### config.mk
export PLATFORM = sky130hd
export DESIGN_NAME = slp_ctrl
export DESIGN_NICKNAME = d
export VERILOG_FILES = /design/src/rtl/slp_pkg.sv /design/src/rtl/slp_wake_sel.sv /design/src/rtl/slp_settle_timer.sv /design/src/rtl/slp_flag_delay.sv /design/src/rtl/slp_ctrl.sv
export SDC_FILE = /design/constraint.sdc
export NUM_CORES = 1
export LEC_CHECK = 0
export ABC_CLOCK_PERIOD_IN_PS = 2900
export CORE_ASPECT_RATIO = 0.9
export CORE_MARGIN = 4
export CORE_UTILIZATION = 45
export DETAILED_ROUTE_END_ITERATION = 8
export PLACE_DENSITY = 0.71
export SYNTH_ARGS = -nofsm -noshare
export SYNTH_HDL_FRONTEND = slang
export SYNTH_HIERARCHICAL = 1
export SYNTH_SLANG_ARGS = --single-unit
### constraint.sdc
create_clock -name clk -period 2.9 [get_ports clk]
set_input_delay 0.725 -clock clk [delete_from_list [all_inputs] [get_ports clk]]
set_output_delay 0.725 -clock clk [all_outputs]
set_load 0.02 [all_outputs]
### src/rtl/slp_pkg.sv
package slp_pkg;

    typedef enum logic [1:0] {
        ST_ACTIVE = 2'd0,
        ST_IDLE   = 2'd1,
        ST_DEEP   = 2'd2,
        ST_SETTLE = 2'd3
    } slp_state_e;

    typedef enum logic [1:0] {
        MODE_IDLE  = 2'b00,
        MODE_RSVD  = 2'b01,
        MODE_PDOWN = 2'b10,
        MODE_PSAVE = 2'b11
    } slp_mode_e;

    typedef enum logic [1:0] {
        SRC_NONE  = 2'd0,
        SRC_LEVEL = 2'd1,
        SRC_TIMER = 2'd2,
        SRC_WDOG  = 2'd3
    } wake_src_e;

    typedef struct packed {
        logic lvl;
        logic ovf;
        logic ovf_ie;
        logic cmp;
        logic cmp_ie;
        logic async_clk;
        logic wdt_rst;
        logic wdt_en;
    } wake_in_s;

    function automatic logic timer_hit(input wake_in_s w);
        return (w.ovf && w.ovf_ie) || (w.cmp && w.cmp_ie);
    endfunction

    function automatic logic is_deep(input slp_mode_e m);
        return (m == MODE_PDOWN) || (m == MODE_PSAVE);
    endfunction

endpackage

### src/rtl/slp_wake_sel.sv
module slp_wake_sel
    import slp_pkg::*;
(
    input  logic       clk,
    input  logic       rst,
    input  slp_state_e st,
    input  slp_mode_e  mode,
    input  wake_in_s   win,
    output wake_src_e  src
);

    logic wdog_hit;
    logic tmr_ok_deep;

    assign wdog_hit    = win.wdt_rst && win.wdt_en;
    assign tmr_ok_deep = (mode == MODE_PSAVE) && win.async_clk && timer_hit(win);

    always_comb begin
        src = SRC_NONE;
        unique case (st)
            ST_IDLE: begin
                if (wdog_hit)            src = SRC_WDOG;
                else if (win.lvl)        src = SRC_LEVEL;
                else if (timer_hit(win)) src = SRC_TIMER;
            end
            ST_DEEP: begin
                if (wdog_hit)            src = SRC_WDOG;
                else if (win.lvl)        src = SRC_LEVEL;
                else if (tmr_ok_deep)    src = SRC_TIMER;
            end
            default: src = SRC_NONE;
        endcase
    end

    // power-down never selects a timer wake
    assert_pd_no_timer_R5: assert property (@(posedge clk) disable iff (rst)
        (st == ST_DEEP && mode == MODE_PDOWN) |-> (src != SRC_TIMER));

endmodule

### src/rtl/slp_settle_timer.sv
module slp_settle_timer #(
    parameter int TOUT_TICKS = 16,
    localparam int CNT_W = $clog2(TOUT_TICKS + 1)
) (
    input  logic clk,
    input  logic rst,
    input  logic run,
    input  logic tick,
    output logic done
);

    localparam logic [CNT_W-1:0] LAST = CNT_W'(TOUT_TICKS - 1);

    logic [CNT_W-1:0] cnt;

    always_ff @(posedge clk) begin
        if (rst || !run) begin
            cnt <= '0;
        end else if (tick && cnt != LAST) begin
            cnt <= cnt + 1'b1;
        end
    end

    assign done = run && tick && (cnt == LAST);

    // the counter never passes the final tick count
    assert_cnt_bound_R7: assert property (@(posedge clk) disable iff (rst)
        cnt <= LAST);

endmodule

### src/rtl/slp_flag_delay.sv
module slp_flag_delay
    import slp_pkg::*;
#(
    parameter int EXT_LAT = 2,
    parameter int TMR_LAT = 3,
    localparam int LAT_W = $clog2((EXT_LAT > TMR_LAT ? EXT_LAT : TMR_LAT) + 1)
) (
    input  logic      clk,
    input  logic      rst,
    input  logic      clr,
    input  logic      load,
    input  wake_src_e load_src,
    input  logic      active,
    input  logic      instr_tick,
    input  logic      gie,
    output logic      flag_upd,
    output logic      isr_go
);

    logic [LAT_W-1:0] cnt;
    logic [LAT_W-1:0] load_val;
    logic             fire;

    always_comb begin
        unique case (load_src)
            SRC_LEVEL: load_val = LAT_W'(EXT_LAT);
            SRC_TIMER: load_val = LAT_W'(TMR_LAT);
            default:   load_val = '0;
        endcase
    end

    assign fire = active && instr_tick && (cnt == LAT_W'(1)) && !clr && !load;

    always_ff @(posedge clk) begin
        if (rst || clr) begin
            cnt      <= '0;
            flag_upd <= 1'b0;
            isr_go   <= 1'b0;
        end else begin
            flag_upd <= fire;
            isr_go   <= fire && gie;
            if (load) begin
                cnt <= load_val;
            end else if (active && instr_tick && cnt != '0) begin
                cnt <= cnt - 1'b1;
            end
        end
    end

    // the flag update is a single-cycle strobe
    assert_flag_single_R9: assert property (@(posedge clk) disable iff (rst)
        flag_upd |=> !flag_upd);

    // interrupt entry only accompanies a flag update
    assert_isr_gated_R10: assert property (@(posedge clk) disable iff (rst)
        isr_go |-> flag_upd);

endmodule

### src/rtl/slp_ctrl.sv
module slp_ctrl
    import slp_pkg::*;
#(
    parameter int TOUT_TICKS = 16,
    parameter int EXT_LAT    = 2,
    parameter int TMR_LAT    = 3
) (
    input  logic       clk,
    input  logic       rst,
    input  logic       ext_rst,
    input  logic       wdt_rst,
    input  logic       wdt_en,
    input  logic       sleep_req,
    input  logic [1:0] sleep_mode,
    input  logic       lvl_irq,
    input  logic       tmr_async,
    input  logic       tmr_ovf,
    input  logic       tmr_ovf_ie,
    input  logic       tmr_cmp,
    input  logic       tmr_cmp_ie,
    input  logic       gie,
    input  logic       settle_tick,
    input  logic       instr_tick,
    output logic       core_clk_en,
    output logic       osc_en,
    output logic       wake_pending,
    output logic       flag_upd,
    output logic       isr_go,
    output logic       core_rst
);

    slp_state_e st, st_n;
    slp_mode_e  mode_q, mode_n, req_mode;
    wake_src_e  src_q, src_n, wsrc, load_src;
    wake_in_s   win;
    logic       load, settle_done, core_rst_q, core_rst_n;

    assign req_mode = slp_mode_e'(sleep_mode);

    assign win = '{lvl: lvl_irq, ovf: tmr_ovf, ovf_ie: tmr_ovf_ie,
                   cmp: tmr_cmp, cmp_ie: tmr_cmp_ie, async_clk: tmr_async,
                   wdt_rst: wdt_rst, wdt_en: wdt_en};

    slp_wake_sel u_sel (
        .clk  (clk),
        .rst  (rst),
        .st   (st),
        .mode (mode_q),
        .win  (win),
        .src  (wsrc)
    );

    slp_settle_timer #(.TOUT_TICKS(TOUT_TICKS)) u_settle (
        .clk  (clk),
        .rst  (rst),
        .run  (st == ST_SETTLE),
        .tick (settle_tick),
        .done (settle_done)
    );

    always_comb begin
        st_n       = st;
        mode_n     = mode_q;
        src_n      = src_q;
        load       = 1'b0;
        load_src   = SRC_NONE;
        core_rst_n = 1'b0;
        if (ext_rst) begin
            st_n  = ST_ACTIVE;
            src_n = SRC_NONE;
        end else begin
            unique case (st)
                ST_ACTIVE: begin
                    if (sleep_req) begin
                        if (req_mode == MODE_IDLE) begin
                            st_n   = ST_IDLE;
                            mode_n = MODE_IDLE;
                        end else if (is_deep(req_mode)) begin
                            st_n   = ST_DEEP;
                            mode_n = req_mode;
                        end
                    end
                end
                ST_IDLE: begin
                    if (wsrc == SRC_WDOG) begin
                        st_n       = ST_ACTIVE;
                        core_rst_n = 1'b1;
                    end else if (wsrc != SRC_NONE) begin
                        st_n     = ST_ACTIVE;
                        load     = 1'b1;
                        load_src = wsrc;
                    end
                end
                ST_DEEP: begin
                    if (wsrc != SRC_NONE) begin
                        st_n  = ST_SETTLE;
                        src_n = wsrc;
                    end
                end
                ST_SETTLE: begin
                    if (src_q == SRC_LEVEL && !lvl_irq) begin
                        st_n  = ST_DEEP;
                        src_n = SRC_NONE;
                    end else if (settle_done) begin
                        st_n  = ST_ACTIVE;
                        src_n = SRC_NONE;
                        if (src_q == SRC_WDOG) begin
                            core_rst_n = 1'b1;
                        end else begin
                            load     = 1'b1;
                            load_src = src_q;
                        end
                    end
                end
                default: st_n = ST_ACTIVE;
            endcase
        end
    end

    always_ff @(posedge clk) begin
        if (rst) begin
            st         <= ST_ACTIVE;
            mode_q     <= MODE_IDLE;
            src_q      <= SRC_NONE;
            core_rst_q <= 1'b0;
        end else begin
            st         <= st_n;
            mode_q     <= mode_n;
            src_q      <= src_n;
            core_rst_q <= core_rst_n;
        end
    end

    slp_flag_delay #(.EXT_LAT(EXT_LAT), .TMR_LAT(TMR_LAT)) u_flag (
        .clk        (clk),
        .rst        (rst),
        .clr        (ext_rst),
        .load       (load),
        .load_src   (load_src),
        .active     (st == ST_ACTIVE),
        .instr_tick (instr_tick),
        .gie        (gie),
        .flag_upd   (flag_upd),
        .isr_go     (isr_go)
    );

    assign core_clk_en  = (st == ST_ACTIVE);
    assign osc_en       = (st != ST_DEEP);
    assign wake_pending = (st == ST_SETTLE);
    assign core_rst     = core_rst_q;

    // reserved mode code leaves the core running
    assert_rsvd_ignored_R3: assert property (@(posedge clk) disable iff (rst)
        (core_clk_en && sleep_req && sleep_mode == 2'b01 && !ext_rst) |=> core_clk_en);

    // external reset always restores the running state
    assert_extrst_wakes_R11: assert property (@(posedge clk) disable iff (rst)
        ext_rst |=> (core_clk_en && !wake_pending && !flag_upd));

    // the core clock never returns directly from a stopped oscillator
    assert_deep_via_settle_R7: assert property (@(posedge clk) disable iff (rst)
        (!osc_en && !ext_rst) |=> !core_clk_en);

    // losing the level during stabilisation drops back to sleep
    assert_cancel_R8: assert property (@(posedge clk) disable iff (rst)
        (wake_pending && src_q == SRC_LEVEL && !lvl_irq && !ext_rst) |=> !osc_en);

endmodule

==> results by group, run 1 <==
Clock tree
  – Hold buffers post-CTS: 0
  – Cell at the root of the clock tree: clkbuf_4
  – Max Buffers Root-to-Sink: 2
  – Clock Pin Slew Worst Setup and Hold Paths: approximately 0.090 ns
  – CTS tree: done
  – # resized after CTS: 0
  – Clock H-tree levels: 1
  – Worst skew pair latency: roughly 0.28 ns
  – # clock sinks: 16
  – Setup repair bufs after CTS: 0
  – CTS Buf Count: 3

Cells and area
  – Final Net Count: 186
  – Area grow syn2layout: 29.7%
  – Finished Cell Area: around 1400 sq um
  – Diode count: 0
  – Final non-filler cell total: ~180
  – Post-layout util: 0.633
  – Layout cells sized above 1: 0.153

Logic synthesis
  – Area share of the largest cell type after synthesis: 0.293
  – Synth Warn #: 6
  – Mapped Cells: 127
  – Syn_nets: between 150 and 200
  – Top post-synthesis cells by count: 16 x dfxtp_1, 16 x nor2_1, 11 x ha_1, 11 x inv_1, 7 x a21oi_1
  – Synth Register Bits: 16
  – Most common flop cell mapped by yosys: dfxtp_1
  – Post-synth EDFFs: 0
  – Syn Area/Cell: ~8.6 sq um
  – Sequential area share after synthesis: 0.293
  – Synth area leader: dfxtp_1
  – Share of flip-flops with an asynchronous set or reset: 0
  – Synth area leaders: dfxtp_1 29%, ha_1 13%, nor2_1 5.5%
  – Post-Syn Area: roughly 1100 sq um
  – Yosys cell types: 43

Global route
  – Initial antenna violation count: 0
  – Pin count of the biggest net entering global routing: 12
  – First-pass GRT wire length: ~3900 um
  – All-layer global routing usage: 0.160
  – Vias in the first global route: 954
  – Global route overflow: 0

Floorplanning
  – Rows: 16
  – IO Pins: 23
  – Die footprint: 3290 sq um
  – Effective utilization at floorplan: 0.488
  – Die Ht: 54.8 um
  – CORE AREA: 2240 sq um
  – Die X: between 50 and 60 um

Power and ir drop
  – Tot Pwr: 443 uW
  – Internal power: about 340 uW
  – Sequential share of power: 0.510
  – Switch Pwr: about 110 uW
  – LEAKAGE: approximately 0.00054 uW
  – Sw Ratio: 0.237
  – Combinational share of power: 0.163
  – Clk network pwr share: 0.327
  – Largest vdd supply drop: roughly 300 uV
  – Power per cell area: approximately 310 nW/um^2

Worst setup path
  – CP required: 3.07 ns
  – CP cell instances: clkdlybuf4s50_1 -> a22oi_1 -> a2bb2oi_1 -> a2111oi_2 -> inv_1 -> ha_1 -> nand2b_1 -> a21oi_1 -> inv_1 -> o21ai_0 -> a21oi_1
  – Critical Path Start Type: primary input
  – Worst EP arrival: roughly 2.9 ns
  – Crit path kind: in2reg
  – Worst setup EP type: flip-flop
  – Crit-path slowest cell: clkdlybuf4s50_1
  – Max Fanout on Critical Path: 3
  – Slowest Stage Delay on Critical Path: 0.45 ns

Routing
  – Routed len/inst: around 14 um
  – Top Layer Used: met4
  – Met3 routed WL: a little over 90 um
  – Final ANT Viol Nets: 0
  – 1st-iter DRT viols: 50
  – DRT met1 WL: ~1100 um
  – Via count: between 1000 and 1500
  – Routed wl met2: between 1000 and 1500 um
  – Vias per Instance: ~5.4
  – WL final: ~2500 um
  – Iteration count of the initial detailed-routing pass: 4
  – DRC: 0

Placed design
  – Final HPWL DP: between 2000 and 2500 um
  – Placed insts: 180
  – I/O Buffers: 22
  – Post-DP Area: 1380 sq um
  – GP Congestion: 0.795
  – DP Worst Slack: -0.0529 ns

STA
  – Setup violators final: 0
  – Clock skew: roughly 0.0027 ns
  – Final period util: 0.935
  – RSZ-0062 raised after global routing: false
  – Worst-Margin Slew: 0.401 ns
  – Slew HR: 0.732
  – Final Critical Period: around 2.7 ns
  – Fin. Hold Viols: 0
  – Worst setup margin: 0.188 ns
  – Max-slew violation count: 0
  – Fmax: 0.369 GHz

Job
  – Max-Cap Viols: 0

Outcome
  – Status: finished clean

Worst hold path
  – Worst min path class: reg2reg
-- routing by layer --
metal / up-vias / track usage
met2: 14 / 0.302
met3: 2 / 0.0472
li1: 513 / -
met4: 0 / 0.0258
met5: - / 0
met1: 472 / 0.180
-- critical path, delay by kind of cell --
kind	cells	cell delay, ns
buf+inv	3	0.68
fa+ha+maj	1	0.29
simple gates	1	0.06
compound gates	6	1.12
-- final timing paths --
kind | to | cells after the start | startpoint | slack [ns]
max | u_flag/cnt[0] | 11 | tmr_ovf | 0.19
min | u_settle/cnt[1] | 2 | u_settle/cnt[1] | 0.48
max reg2reg | u_flag/cnt[0] | 10 | st[0] | 0.37
min reg2reg | u_settle/cnt[1] | 2 | u_settle/cnt[1] | 0.48
-- power by group through the flow --
stage                     registers, uW  logic (uW)  clock network [uW]
after global routing                227        77.4                 164
after detailed placement            231        72.1                   0
after floorplan                     229        33.0                   0
final                               226        72.1                 145
after global placement              231        70.0                   0
after CTS                           226        72.5                 153
-- state kept, by name, summed over array words and instances (netlist names) --
signal           cells
src_q                2
st                   2
mode_q               2
u_flag/flag_upd      1
u_flag/cnt           2
u_settle/cnt         5
core_rst             1
u_flag/isr_go        1
-- logic make-up (layout without fill, tap and decap cells) --
group           after synthesis  in the layout  share of synthesized area
xor+xnor                      3              3                     0.0240
flops                        16             16                      0.293
simple gates                 50             50                      0.283
compound gates               28             28                      0.190
mux                           3              3                     0.0274
fa+ha+maj                    11             11                      0.126
buf+inv                      16             46                     0.0571
-- stage by stage --
stage	hold slack, ns	TNS [ns]
2_1_floorplan	0.453	0
3_3_place_gp	0.468	-0.00646
3_5_place_dp	0.470	-0.0826
4_1_cts	0.483	0
5_1_grt	0.513	0
6_report	0.482	0
-- area by class of cell --
class	instances	area (sq um)
tap	27	33.8
timing repair buffer	28	265
clock buffer	4	36.3
inverter	14	52.6
multi-input combinational	95	712
sequential	16	320
fill	210	822
-- cell usage in the layout, fill, tap and decap left out, types with 2 or more instances in the layout --
cell type and count:
and4b_1 2, o21ai_0 6, nand3_1 3, nor2_1 16, and3_1 2, xnor2_1 2, nand2b_1 5, nand4_1 3
nand4b_1 3, o21a_1 2, ha_1 11, clkbuf_4 3, clkdlybuf4s50_1 22, inv_2 3, nor3_2 2, buf_4 6
mux2i_1 3, a21oi_1 7, nand3b_1 2, dfxtp_1 16, inv_1 11, nand2_1 3
Note: power is estimated with default switching activity, not from simulation.
==> run 2, diff against run 1 <==
--- a/config.mk
+++ b/config.mk
@@ -10,7 +10,7 @@
 export CORE_MARGIN = 4
 export CORE_UTILIZATION = 45
 export DETAILED_ROUTE_END_ITERATION = 8
-export PLACE_DENSITY = 0.71
+export PLACE_DENSITY = 0.69
 export SYNTH_ARGS = -nofsm -noshare
 export SYNTH_HDL_FRONTEND = slang
 export SYNTH_HIERARCHICAL = 1
==> results by group, run 2 (synthesized netlist as in run 1, its figures left out) <==
Placed design
  – Final HPWL DP: 1950 um (-6.6%)
  – GP Congestion: 0.790 (-0.74%)
  – I/O Buffers: 22 (unchanged)

STA
  – Fin. Hold Viols: 0 (unchanged)
  – Slew HR: 0.728 (-0.00438)
  – Worst-Margin Slew: 0.407 ns (+0.00654 ns)
  – Fmax: 0.381 GHz (+3.4%)
  – Final hold slack: 0.485 ns (+0.00339 ns)
  – Max-slew violation count: 0 (unchanged)
  – Setup violators final: 0 (unchanged)
  – Clock skew: 0.00419 ns (+0.00145 ns)
  – RSZ-0062 raised after global routing: false
  – Final period util: 0.905 (-0.0304)
  – Final Critical Period: 2.62 ns (-0.0882 ns)

Floorplanning
  – Die Ht: 54.8 um (unchanged)
  – Die footprint: 3290 sq um (unchanged)
  – CORE AREA: 2240 sq um (unchanged)
  – Effective utilization at floorplan: 0.488 (unchanged)
  – Die X: 60.0 um (unchanged)
  – IO Pins: 23 (unchanged)
  – Rows: 16 (unchanged)

Clock tree
  – Clock H-tree levels: 1 (unchanged)
  – # resized after CTS: 0 (unchanged)
  – Worst skew pair latency: 0.29 ns (about the same)
  – Hold buffers post-CTS: 0 (unchanged)
  – CTS Buf Count: 3 (unchanged)
  – Setup repair bufs after CTS: 0 (unchanged)
  – CTS tree: done
  – Clock Pin Slew Worst Setup and Hold Paths: 0.10 ns (about the same)
  – # clock sinks: 16 (unchanged)
  – Max Buffers Root-to-Sink: 2 (unchanged)
  – Cell at the root of the clock tree: clkbuf_4

Worst setup path
  – Worst EP arrival: 2.82 ns (-0.06 ns)
  – CP required: 3.10 ns (+0.03 ns)
  – Max Fanout on Critical Path: 3 (unchanged)
  – Crit path kind: in2reg
  – Internal reg-to-reg setup slack: 0.43 ns (+0.06 ns)
  – Worst setup EP type: flip-flop
  – Critical Path Start Type: primary input

Cells and area
  – Layout cells sized above 1: 0.147 (-0.00543)
  – Multi-input logic area: 712 sq um (unchanged)
  – # fillers: 196 (-6.7%)
  – Max reg flops: 5 (unchanged)
  – Final Net Count: 185 (-0.54%)
  – Largest reg by FF count: u_settle/cnt
  – FF+latch area: 320 sq um (unchanged)
  – Area grow syn2layout: 29.0%
  – Diode count: 0 (unchanged)
  – Commonest non-fill, non-tap cell in the layout: clkdlybuf4s50_1
  – Most frequent cells in the layout: 22 x clkdlybuf4s50_1, 16 x nor2_1, 16 x dfxtp_1
  – Post-layout util: 0.630 (-0.00335)

Global route
  – First-pass GRT wire length: 4070 um (+3.9%)
  – Pin count of the biggest net entering global routing: 15 (+3)
  – Initial antenna violation count: 0 (unchanged)
  – Vias in the first global route: 938 (-1.7%)
  – Global route overflow: 0 (unchanged)
  – All-layer global routing usage: 0.165 (+0.00478)

Routing
  – DRC: 0 (unchanged)
  – Routed len/inst: 13.2 um (-4.4%)
  – Via count: 1005 (+0.40%)
  – Iteration count of the initial detailed-routing pass: 4 (unchanged)
  – 1st-iter DRT viols: 39 (-22%)
  – Vias per Instance: 5.49 (+0.95%)
  – Final ANT Viol Nets: 0 (unchanged)
  – WL final: 2420 um (-4.9%)

Power and ir drop
  – LEAKAGE: 0.000533 uW (-0.80%)
  – Power per cell area: 320 nW/um^2 (+2.6%)
  – Largest vdd supply drop: 249 uV (-18%)
  – Tot Pwr: 452 uW (+2.0%)

Outcome
  – Status: finished clean

Job
  – Max-Cap Viols: 0 (unchanged)

Worst hold path
  – Worst min path class: reg2reg
==> run 2: report_power, final <==
group          internal [uW]  total (uW)  switching, uW
clock                   76.5         156           79.6
combinational           38.3        70.9           32.6
sequential               222         225           3.30
==> run 2: path summary, 6_finish.rpt <==
kind                     end       startpoint  depth (start not counted)
min reg2reg  u_settle/cnt[1]  u_settle/cnt[1]                          2
max            u_flag/isr_go       tmr_ovf_ie                         11
max reg2reg    u_flag/isr_go            st[0]                         10
min          u_settle/cnt[1]  u_settle/cnt[1]                          2
==> run 2: area by class of cell <==
type	instances	share of cell area
clock buffers	4	0.0257
inverters	14	0.0372
multi-input cells	95	0.504
flip-flops and latches	16	0.227
well taps	27	0.0239
repair buffers	27	0.182
==> run 2: metal layers <==
metal	vias to the layer above	GRT usage	routed length, um
met5	-	0	0
met4	0	0.0369	8
met3	2	0.0425	143
met2	24	0.279	1120
met1	473	0.211	1150
li1	506	-	-
==> run 2: worst max-delay path: stages <==
cell,delay (ns)
clkdlybuf4s50_1,0.46
a22oi_1,0.08
a2bb2oi_1,0.14
a2111oi_2,0.39
inv_1,0.12
ha_1,0.29
nand2b_1,0.05
a21oi_1,0.21
nand4b_1,0.16
nor3_2,0.05
and2_1,0.15
==> run 2: stage by stage <==
stage	area, sq um	TNS [ns]	setup slack, ns	std cells
2_1_floorplan	1090	0	0.443	127
3_3_place_gp	1380	0	0.00654	179
3_5_place_dp	1380	-0.124	-0.0612	179
4_1_cts	1410	0	0.267	183
5_1_grt	1410	0	0.0296	183
6_report	1410	0	0.276	183
==> run 3, diff against run 2 <==
--- a/config.mk
+++ b/config.mk
@@ -9,8 +9,10 @@
 export CORE_ASPECT_RATIO = 0.9
 export CORE_MARGIN = 4
 export CORE_UTILIZATION = 45
+export CTS_BUF_LIST = sky130_fd_sc_hd__clkbuf_16
 export DETAILED_ROUTE_END_ITERATION = 8
 export PLACE_DENSITY = 0.69
+export SLEW_MARGIN = 10
 export SYNTH_ARGS = -nofsm -noshare
 export SYNTH_HDL_FRONTEND = slang
 export SYNTH_HIERARCHICAL = 1
==> results by group, run 3 (synthesized netlist as in run 1, its figures left out) <==
Worst setup path
  – Worst EP arrival: 2.82 ns (about the same)
  – Critical Path Start Type: primary input
  – Worst r2r src: st[0]
  – Crit path kind: in2reg
  – Max Fanout on Critical Path: 3 (unchanged)
  – Worst setup EP type: flip-flop
  – Internal reg-to-reg setup slack: 0.35 ns (-0.08 ns)
  – Reg2reg path depth: 10 (unchanged)
  – CP required: 3.04 ns (-0.06 ns)
  – R2R Path End: u_flag/isr_go

STA
  – Worst-Margin Slew: 0.414 ns (+0.00655 ns)
  – Final Critical Period: 2.68 ns (+0.0539 ns)
  – RSZ-0062 raised after global routing: false
  – Final period util: 0.923 (+0.0186)
  – Fmax: 0.373 GHz (-2.0%)
  – Setup violators final: 0 (unchanged)
  – Slew HR: 0.723 (-0.00438)
  – Fin. Hold Viols: 0 (unchanged)
  – Clock skew: 0.00178 ns (-0.00241 ns)
  – Max-slew violation count: 0 (unchanged)

Floorplanning
  – Die Ht: 54.8 um (unchanged)
  – Die X: 60.0 um (unchanged)
  – Rows: 16 (unchanged)
  – Die footprint: 3290 sq um (unchanged)
  – IO Pins: 23 (unchanged)
  – Effective utilization at floorplan: 0.488 (unchanged)
  – CORE AREA: 2240 sq um (unchanged)

Cells and area
  – Final non-filler cell total: 183 (unchanged)
  – Largest reg by FF count: u_settle/cnt
  – Most frequent cells in the layout: 22 x clkdlybuf4s50_1, 16 x nor2_1, 16 x dfxtp_1
  – Final Net Count: 185 (unchanged)
  – FF+latch area: 320 sq um (unchanged)
  – Multi-input logic area: 712 sq um (unchanged)
  – Commonest non-fill, non-tap cell in the layout: clkdlybuf4s50_1
  – Area grow syn2layout: 32.9%
  – Layout cells sized above 1: 0.141 (-0.00641)
  – Post-layout util: 0.649 (+0.0190)
  – Diode count: 0 (unchanged)
  – Max reg flops: 5 (unchanged)
  – # fillers: 201 (+2.6%)

Clock tree
  – Clock Pin Slew Worst Setup and Hold Paths: 0.05 ns (-0.05 ns)
  – Setup repair bufs after CTS: 0 (unchanged)
  – Cell at the root of the clock tree: clkbuf_16
  – # clock sinks: 16 (unchanged)
  – Hold buffers post-CTS: 0 (unchanged)
  – CTS Buf Count: 3 (unchanged)
  – Worst skew pair latency: 0.24 ns (-0.05 ns)
  – # resized after CTS: 0 (unchanged)
  – Max Buffers Root-to-Sink: 2 (unchanged)
  – CTS tree: done
  – Clock H-tree levels: 1 (unchanged)

Placed design
  – Placed insts: 179 (unchanged)
  – GP Congestion: 0.790 (unchanged)
  – I/O Buffers: 22 (unchanged)
  – Final HPWL DP: 1950 um (unchanged)

Power and ir drop
  – Sequential share of power: 0.398 (-0.100)
  – Power per cell area: 390 nW/um^2 (+22%)
  – Switch Pwr: 124 uW (+7.0%)
  – Internal power: 444 uW (+32%)
  – Clk network pwr share: 0.476 (+0.131)
  – LEAKAGE: 0.000551 uW (+3.3%)
  – Sw Ratio: 0.218 (-0.0375)
  – Combinational share of power: 0.126 (-0.031)
  – Largest vdd supply drop: 322 uV (+29%)

Routing
  – Routed len/inst: 13.5 um (+1.9%)
  – WL final: 2470 um (+1.9%)
  – Iteration count of the initial detailed-routing pass: 4 (unchanged)
  – Via count: 1001 (-0.40%)
  – Final ANT Viol Nets: 0 (unchanged)
  – DRC: 0 (unchanged)
  – 1st-iter DRT viols: 37 (-5.1%)
  – Vias per Instance: 5.47 (-0.40%)

Global route
  – Vias in the first global route: 940 (+0.21%)
  – First-pass GRT wire length: 4090 um (+0.49%)
  – All-layer global routing usage: 0.165 (unchanged)
  – Initial antenna violation count: 0 (unchanged)
  – Global route overflow: 0 (unchanged)
  – Pin count of the biggest net entering global routing: 15 (unchanged)

Worst hold path
  – Hold depth: 2 (unchanged)
  – Hold Startpoint: u_settle/cnt[1]
  – Worst min path class: reg2reg
  – WHS Endpoint: u_settle/cnt[1]

Outcome
  – Status: finished clean

Job
  – Max-Cap Viols: 0 (unchanged)
run 3: through the flow:
step	area [sq um]	hold WS (ns)	power, uW	TNS, ns	setup WS (ns)
finish	1460	0.479	568	0	0.222
floorplan	1090	0.453	262	0	0.443
global route	1460	0.509	593	0	0.0276
detailed placement	1380	0.474	301	-0.124	-0.0612
CTS	1460	0.481	577	0	0.192
global placement	1380	0.470	300	0	0.00654
run 3: worst max-delay path by stage:
stage / end / from / slack (ns)
CTS: u_flag/isr_go / tmr_ovf_ie / 0.19
global route: u_flag/cnt[0] / wdt_rst / 0.03
global placement: u_flag/isr_go / tmr_ovf / 0.007
detailed placement: u_flag/isr_go / tmr_ovf_ie / -0.06
floorplan: u_flag/isr_go / tmr_ovf / 0.44
finish: u_flag/isr_go / wdt_rst / 0.22
run 3: final cells by class:
cell class,instances,share of cell area
Clock buffer,3,0.0516
Inverter,14,0.0361
Clock inverter,1,0.00258
Timing Repair Buffer,27,0.177
Tap cell,27,0.0232
Sequential cell,16,0.220
Multi-Input combinational cell,95,0.489
run 3: power groups by stage:
stage	Clock, uW	Sequential [uW]	Combinational, uW
6_report	270	226	71.4
5_1_grt	290	226	77.1
3_3_place_gp	0	230	69.7
3_5_place_dp	0	231	70.9
2_1_floorplan	0	229	33.0
4_1_cts	280	226	71.5
run 3: routing by layer:
| metal | wire, um | share of wire | global-route usage |
|---|---|---|---|
| met5 | 0 | 0 | 0 |
| met4 | 0 | 0 | 0.0480 |
| met3 | 142 | 0.058 | 0.0283 |
| met2 | 1160 | 0.47 | 0.282 |
| met1 | 1170 | 0.47 | 0.212 |
run 3: critical path, stage by stage:
cell and delay (ns):
clkdlybuf4s50_1 0.51, a21oi_1 0.10, a2111oi_2 0.42, inv_1 0.12, ha_1 0.29, nand2b_1 0.06, a21oi_1 0.23, nand4b_1 0.17
nor3_2 0.05, and2_1 0.15
